$ cat src/rtl/space_sel_pkg.sv
package space_sel_pkg;

    localparam int NUM_SR     = 8;
    localparam int SR_IDX_W   = $clog2(NUM_SR);
    localparam int SPACE_W    = 32;
    localparam int BASE_W     = 64;
    localparam int SHORT_W    = 2;
    localparam int IMPL_BASE  = NUM_SR - (1 << SHORT_W);
    localparam int PRIV_FLOOR = 5;

    typedef logic [SR_IDX_W-1:0] sr_idx_t;
    typedef logic [SPACE_W-1:0]  space_id_t;

    typedef enum logic {
        FMT_WIDE  = 1'b0,
        FMT_SHORT = 1'b1
    } sfmt_e;

    typedef struct packed {
        sfmt_e               fmt;
        sr_idx_t             sfield;
        logic [SHORT_W-1:0]  base_top;
    } lookup_req_t;

    typedef struct packed {
        sr_idx_t idx;
        logic    implicit;
    } pick_t;

    typedef struct packed {
        logic      en;
        sr_idx_t   idx;
        space_id_t data;
    } wr_req_t;

    function automatic logic needs_priv(sr_idx_t i);
        return int'(i) >= PRIV_FLOOR;
    endfunction

endpackage

$ cat src/rtl/space_sel_resolver.sv
module space_sel_resolver
    import space_sel_pkg::*;
(
    input  lookup_req_t req,
    output pick_t       pick
);

    logic [SHORT_W-1:0] short_sel;
    assign short_sel = req.sfield[SHORT_W-1:0];

    always_comb begin
        pick.idx      = req.sfield;
        pick.implicit = 1'b0;
        if (req.fmt == FMT_SHORT) begin
            if (short_sel == '0) begin
                pick.idx      = sr_idx_t'(IMPL_BASE) + sr_idx_t'(req.base_top);
                pick.implicit = 1'b1;
            end else begin
                pick.idx      = sr_idx_t'(short_sel);
            end
        end
    end

endmodule

$ cat src/rtl/space_sel_wgate.sv
module space_sel_wgate
    import space_sel_pkg::*;
(
    input  logic    clk,
    input  logic    rst,
    input  wr_req_t req,
    input  logic    priv,
    output logic    commit,
    output logic    fault
);

    logic blocked;

    always_comb begin
        blocked = req.en && needs_priv(req.idx) && !priv;
        commit  = req.en && !blocked;
    end

    always_ff @(posedge clk) begin
        if (rst) fault <= 1'b0;
        else     fault <= blocked;
    end

    AST_BLOCK_PULSE: assert property (@(posedge clk) disable iff (rst)
        blocked |=> fault);
    AST_FAULT_HAS_CAUSE: assert property (@(posedge clk) disable iff (rst)
        fault |-> $past(blocked));
    AST_LOW_OPEN: assert property (@(posedge clk) disable iff (rst)
        (req.en && int'(req.idx) < PRIV_FLOOR) |-> commit);
    AST_PRIV_OPEN: assert property (@(posedge clk) disable iff (rst)
        (req.en && priv) |-> commit);

endmodule

$ cat src/rtl/space_sel_regfile.sv
module space_sel_regfile
    import space_sel_pkg::*;
(
    input  logic      clk,
    input  logic      rst,
    input  logic      commit,
    input  wr_req_t   req,
    input  sr_idx_t   rd_idx,
    output space_id_t rd_data
);

    logic [NUM_SR-1:0][SPACE_W-1:0] regs;

    always_ff @(posedge clk) begin
        if (rst) begin
            regs <= '0;
        end else if (commit) begin
            regs[req.idx] <= req.data;
        end
    end

    assign rd_data = regs[rd_idx];

    AST_HOLD_NO_COMMIT: assert property (@(posedge clk) disable iff (rst)
        !commit |=> regs == $past(regs));
    AST_WRITE_LANDS: assert property (@(posedge clk) disable iff (rst)
        commit |=> regs[$past(req.idx)] == $past(req.data));

endmodule

$ cat src/rtl/space_sel_unit.sv
module space_sel_unit
    import space_sel_pkg::*;
(
    input  logic               clk,
    input  logic               rst,
    input  logic               wr_en,
    input  logic [SR_IDX_W-1:0] wr_idx,
    input  logic [SPACE_W-1:0] wr_data,
    input  logic               priv_mode,
    input  logic [SR_IDX_W-1:0] lk_sfield,
    input  logic               lk_short,
    input  logic [BASE_W-1:0]  lk_base,
    output logic [SR_IDX_W-1:0] lk_idx,
    output logic [SPACE_W-1:0] lk_space,
    output logic               lk_implicit,
    output logic               priv_fault
);

    lookup_req_t lk_req;
    pick_t       lk_pick;
    wr_req_t     wr_req;
    logic        wr_commit;
    logic        unused_base_low;

    assign lk_req.fmt      = lk_short ? FMT_SHORT : FMT_WIDE;
    assign lk_req.sfield   = lk_sfield;
    assign lk_req.base_top = lk_base[BASE_W-1 -: SHORT_W];
    assign unused_base_low = ^lk_base[BASE_W-SHORT_W-1:0];

    assign wr_req.en   = wr_en;
    assign wr_req.idx  = wr_idx;
    assign wr_req.data = wr_data;

    space_sel_resolver u_resolver (
        .req  (lk_req),
        .pick (lk_pick)
    );

    space_sel_wgate u_wgate (
        .clk    (clk),
        .rst    (rst),
        .req    (wr_req),
        .priv   (priv_mode),
        .commit (wr_commit),
        .fault  (priv_fault)
    );

    space_sel_regfile u_regfile (
        .clk     (clk),
        .rst     (rst),
        .commit  (wr_commit),
        .req     (wr_req),
        .rd_idx  (lk_pick.idx),
        .rd_data (lk_space)
    );

    assign lk_idx      = lk_pick.idx;
    assign lk_implicit = lk_pick.implicit;

    AST_WIDE_DIRECT: assert property (@(posedge clk) disable iff (rst)
        !lk_short |-> (lk_idx == lk_sfield) && !lk_implicit);
    AST_SHORT_EXPLICIT: assert property (@(posedge clk) disable iff (rst)
        (lk_short && lk_sfield[1:0] != 2'd0) |->
            (lk_idx == {1'b0, lk_sfield[1:0]}) && !lk_implicit);
    AST_SHORT_IMPLICIT: assert property (@(posedge clk) disable iff (rst)
        (lk_short && lk_sfield[1:0] == 2'd0) |->
            lk_idx[2] && (lk_idx[1:0] == lk_base[63:62]) && lk_implicit);
    AST_NEVER_ZERO_IMPLICIT: assert property (@(posedge clk) disable iff (rst)
        lk_implicit |-> lk_idx != '0);

endmodule

$ cat config.mk
export PLATFORM = sky130hd
export DESIGN_NAME = space_sel_unit
export DESIGN_NICKNAME = d
export VERILOG_FILES = /design/src/rtl/space_sel_pkg.sv /design/src/rtl/space_sel_resolver.sv /design/src/rtl/space_sel_wgate.sv /design/src/rtl/space_sel_regfile.sv /design/src/rtl/space_sel_unit.sv
export SDC_FILE = /design/constraint.sdc
export NUM_CORES = 1
export LEC_CHECK = 0
export ABC_AREA = 1
export BUFFER_PORTS_ARGS = -buffer_cell sky130_fd_sc_hd__buf_4
export CAP_MARGIN = 20
export CORE_MARGIN = 5
export CORE_UTILIZATION = 57
export DETAILED_ROUTE_END_ITERATION = 8
export GPL_ROUTABILITY_DRIVEN = 0
export HOLD_SLACK_MARGIN = 0.03
export PLACE_DENSITY = 0.77
export SLEW_MARGIN = 10
export SYNTH_ARGS = -nofsm -noshare
export SYNTH_HDL_FRONTEND = slang
export SYNTH_HIERARCHICAL = 1
export SYNTH_SLANG_ARGS = --single-unit
$ cat constraint.sdc
create_clock -name clk -period 1.5 [get_ports clk]
set_input_delay 0.075 -clock clk [delete_from_list [all_inputs] [get_ports clk]]
set_output_delay 0.075 -clock clk [all_outputs]
set_load 0.05 [all_outputs]
== After elaboration in Yosys (flattened, before gate mapping) ==
Cells that the tools add are included.

* Add/subtract/negate cells: 1
* Magnitude comparators: 4
* Multiplexer cells: 9
* Reduce and logical (&&, ||, !) cells: 7

{| class="wikitable"
|+ Operators by type and width
! cell !! count
|-
| bitwise mux 256 bit || 1
|-
| binary-select mux 32 bit (select 3 bit) || 1
|-
| demux 32 bit (select 3 bit) || 1
|-
| two-way mux 32 bit || 2
|-
| < comparator 3 x 4 -> 1 bit, second input constant || 2
|-
| logical AND 1 bit || 4
|-
| two-way mux 4 bit || 1
|-
| adder 3 x 2 -> 3 bit, first input constant || 1
|-
| greater-or-equal comparator 3 x 1 -> 1 bit, second input constant || 1
|-
| greater-or-equal comparator 3 bit, second input constant || 1
|-
| two-way mux 3 bit || 1
|-
| zero test 1 bit || 2
|-
| zero test 2 bit || 1
|-
| two-way mux 1 bit || 2
|}

* Flip-flop bits (word level): 257

== Logic depth before layout (Yosys ltp) ==
* Word-level depth: 5
* Mapped depth: 11
* Depth with buffers taken out: 9

== By module ==
Netlist, hierarchy kept.

{| class="wikitable"
|+ Modules (own cells, without submodules)
! module !! instances !! cells an instance !! area each (µm²)
|-
| space_sel_regfile || 1 || 1,979 || 12,219.2
|-
| space_sel_wgate || 1 || 11 || 63.8
|-
| space_sel_resolver || 1 || 11 || 55.1
|}

== Worst setup path after synthesis ==
No wires, ideal clock.

* Kind: input -> output
* From: input port lk_sfield[0]
* To: output port lk_space[14]
* Data arrival time: 1.682 ns
* Required time: 1.425 ns
* Path slack: -0.257 ns
* Stages: 9
* Buffers on the path: 2
* Cell sequence: inv_1 > nand2_1 > o21bai_2 > buf_2 > buf_2 > nand3_1 > nand2_1 > nand2_1 > nand2_1

* Cells in the longest elaborated chain, start to end: 5

{| class="wikitable"
|+ RTL lines
! element !! RTL line !! source
|-
| start, declared || space_sel_unit.sv:10 || <nowiki>input logic [SR_IDX_W-1:0] lk_sfield,</nowiki>
|-
| zero test 2 bit || space_sel_resolver.sv:15 || <nowiki>if (short_sel == '0) begin</nowiki>
|-
| two-way mux 3 bit || space_sel_resolver.sv:15 ||
|-
| two-way mux 4 bit || space_sel_resolver.sv:14 || <nowiki>if (req.fmt == FMT_SHORT) begin</nowiki>
|-
| named net lk_idx[1] || space_sel_unit.sv:13 || <nowiki>output logic [SR_IDX_W-1:0] lk_idx,</nowiki>
|-
| binary-select mux 32 bit (select 3 bit) || space_sel_regfile.sv:22 || <nowiki>assign rd_data = regs[rd_idx];</nowiki>
|-
| two-way mux 32 bit (implied by the code) || space_sel_regfile.sv:22 ||
|-
| end, declared || space_sel_unit.sv:14 || <nowiki>output logic [SPACE_W-1:0] lk_space,</nowiki>
|}

The timed path passes the listed nets, and every way through them passes these cells. The select of a mux whose other input is x is not followed.

== Worst setup path after layout ==
* From: input port lk_sfield[1]
* To: output port lk_space[12]

* Cells in the longest elaborated chain, start to end: 5

{| class="wikitable"
|+ RTL lines
! element !! RTL line
|-
| zero test 2 bit || space_sel_resolver.sv:15
|-
| two-way mux 3 bit || space_sel_resolver.sv:15
|-
| two-way mux 4 bit * || space_sel_resolver.sv:14
|-
| binary-select mux 32 bit (select 3 bit) * || space_sel_regfile.sv:22
|-
| two-way mux 32 bit (implied by the code) * || space_sel_regfile.sv:22
|}

Every way passes the cells marked *; elsewhere a longest branch is shown, timed or not. The select of a mux whose other input is x is not followed.

==> out/metrics.cfg <==
[outcome]
status = finished with violations
violations = setup timing

[yosys]
syn_nets = 2108
synth_top_area_share_pct = 41.7
syn_area_per_cell_um2 = 6.17
synth_cell_types = 17
synth_top_cell_by_area = dfxtp_1
synth-seq-area-share_pct = 41.7
synth_warnings = 6
ys_seq_elements = 257
synth_cells = 2001
syn_area_um2 = 12300
synth.area.top_cells = dfxtp_1 (42%), nor2_1 (16%), nand2_1 (13%), o21ai_0 (10%), inv_1 (8.3%)

[finish]
final_nets = 2225
finalNonFillerCells = 2413
fillers = 1537
final_cell_area_um2 = 16100
antenna_cells = 0
drive_above_1_share_pct = 24.5
area_delta_synth_final_pct = 30.3

[timing]
period_share_pct = 104
rsz0062_at_grt = true
worst_slew_pin_slew_ns = 0.342
clock.fmax_mhz = 644
period_needed_ns = 1.55
finalMaxSlewViolations = 0
hold_viol_final = 0
setup_viol = 19
skew_ns = 0
relSlewSlack_pct = 77.2
whs_ns = 0.332
worst_slack_ns = -0.0533

[drt]
viasPerCell = 5.36
ant_nets = 0
remaining_drc_errors = 0
post_drt_wl_per_cell_um = 16.9
via_count = 12940
drt_pass1_iterations = 6
wirelength_um = 40900
drtIter0Drc = 1245

[global_routing]
grt_usage_pct = 30.9
grt_pass1_wl_um = 61400
grt_remaining_overflow = 0
grt_antenna_before_repair = 0
grt_pass1_vias = 11830
grt_max_degree = 89

[power]
intPower_mw = 12.4
pwr-share-clk_pct = 39.4
combinationalPowerShare_pct = 18.7
p_per_area_nw_per_um2 = 1070
p_switching_mw = 4.82
p_leak_nw = 7.13
power.total_mw = 17.2
pwr-share-seq_pct = 41.8
p_sw_share_pct = 28.1
peakVddDrop_mv = 0.914

[floorplan]
start_util_pct = 58.3
io_pins = 144
dieArea_um2 = 24700
die_h_um = 157
rows = 53
core-area_um2 = 21200
fp.dieW_um = 157

[min_path]
hold_path.class = in -> reg

[worst_setup_path]
crit_path_max_fanout = 9
path_class = in -> out
cp_top_family = simple AND/OR/NAND/NOR gates
cp_cell_sequence = buf_4 -> nor2_4 -> nand3_4 -> nand2_8 -> buf_12 -> buf_4 -> nand2_1 -> nand3_2 -> nand2_1 -> nand2_1 -> nand2_2 -> buf_8
crit_path_start_kind = input pin
arrival_ns = 1.48
cpMaxStageDelayCell = buf_12
cp.required_ns = 1.42
slowest_delay_ns = 0.18
cpMostUsedCell = nand2_1
endpoint_kind = output port
critPathBufInv = 4

[cts]
cts_made_buffers = 27
cts-root-buf = clkbuf_16
cts_tree = yes
cts_max_path_buffers = 3
htree_levels = 1
cts.clk_slew.worst_paths_ns = 0.06
clkLatencyLatePin_ns = 0.52
clkSinkCount = 257

[place]
dp_cells = 2310
portBuffers = 81
place_ws_ns = -0.109
dp_hpwl_um = 23400
place_area_um2 = 13800

[job]
drv_cap = 0

## timing repair
item                                    in CTS  in global routing
pin swaps                                   21                 80
resized for setup                          104                237
endpoints found under the setup margin      32                 32
hold endpoints to repair                   257                  0
setup buffers                                4                  6
hold buffers                                34                  0
gates cloned                                 2                 10
## synth_stat cells
cell      count
o21ai_2       1
nand2_1     431
buf_4         9
dfxtp_1     257
o21bai_2      1
nor2_1      518
inv_1       272
buf_6         6
buf_1         6
o21ai_0     251
o21ai_1       5
nor2_2        3
nand3_1     129
clkbuf_1     53
inv_2         8
buf_2        50
a21boi_0      1
## through the flow
stage	utilization (%)	TNS [ns]
after CTS	72.9	-0.205
after global placement	65.2	-3.52
after detailed placement	65.2	-6.88
after global routing	76.0	-2.57
after floorplan	-	0
final	76.0	-0.477
## power groups by stage
stage | clock network, mW | logic [mW] | registers, mW
5_1_grt | 7.13 | 3.46 | 7.20
3_5_place_dp | 0 | 2.65 | 7.30
6_report | 6.77 | 3.21 | 7.18
3_3_place_gp | 0 | 2.61 | 7.29
4_1_cts | 6.82 | 2.94 | 7.15
2_1_floorplan | 0 | 1.69 | 7.28
## sequential cells by signal (all words and copies together) (netlist names)
signal,count
u_regfile/regs,256
u_wgate/fault,1
## cells by family after synthesis
family,share of synthesized area [%]
buffers and inverters,13.4
and+or+nand+nor,34.3
DFF,41.7
AOI/OAI and AO/OA,10.6
## layer usage
| layer | part of all wire [%] | vias up | global-route usage [%] |
|---|---|---|---|
| met5 | 0 | - | 0 |
| met4 | 4.0 | 0 | 11.1 |
| met3 | 9.2 | 138 | 5.03 |
| met2 | 49 | 650 | 53.9 |
| met1 | 38 | 5881 | 38.9 |
| li1 | - | 6271 | - |
## tightest hold or removal path, cell delays in order
cell and delay, ns:
buf_4 0.08, buf_4 0.10, nor2_2 0.06, nand2_1 0.14
buf_4 0.19, o21ai_0 0.08, nor2_1 0.07
## cell usage in the layout, fill, tap and decap left out
| cell type | instances |
|---|---|
| buf_12 | 37 |
| nor2_1 | 517 |
| nand2_4 | 2 |
| dlygate4sd3_1 | 34 |
| o21bai_4 | 1 |
| buf_8 | 33 |
| inv_6 | 1 |
| nand3_4 | 1 |
| inv_1 | 222 |
| buf_16 | 2 |
| o21ai_1 | 5 |
| nand3_2 | 18 |
| clkbuf_16 | 34 |
| o21ai_0 | 251 |
| dfxtp_2 | 149 |
| inv_12 | 1 |
| nor2_2 | 3 |
| inv_8 | 1 |
| nand3_1 | 110 |
| inv_4 | 1 |
| nor2_4 | 1 |
| bufinv_16 | 2 |
| o21ai_4 | 1 |
| a21boi_0 | 1 |
| inv_2 | 55 |
| clkbuf_8 | 8 |
| dfxtp_1 | 108 |
| clkinv_4 | 1 |
| buf_4 | 92 |
| nand2_8 | 1 |
| clkbuf_1 | 4 |
| clkinv_2 | 7 |
| nand2_2 | 65 |
| nand2_1 | 363 |
| buf_6 | 6 |
## final timing paths
| path | from | end | slack, ns | depth (start not counted) |
|---|---|---|---|---|
| max | lk_sfield[1] | lk_space[12] | -0.05 | 12 |
| min reg2reg | u_regfile/regs[61] | u_regfile/regs[61] | 0.47 | 2 |
| max reg2reg | u_regfile/regs[249] | u_regfile/regs[249] | 0.61 | 3 |
| min | wr_idx[0] | u_regfile/regs[138] | 0.33 | 7 |
## layout make-up
cell class	count	area, um^2	area share, %
Clock buffer	39	801	4.98
Clock inverter	10	104	0.646
Inverter	280	1070	6.66
Multi-Input combinational cell	1340	5850	36.4
Sequential cell	257	5330	33.2
Tap cell	275	344	2.14
Timing Repair Buffer	211	2560	15.9
Timing Repair inverter	1	11.3	0.0700
Note: power is estimated with default switching activity, not from simulation.
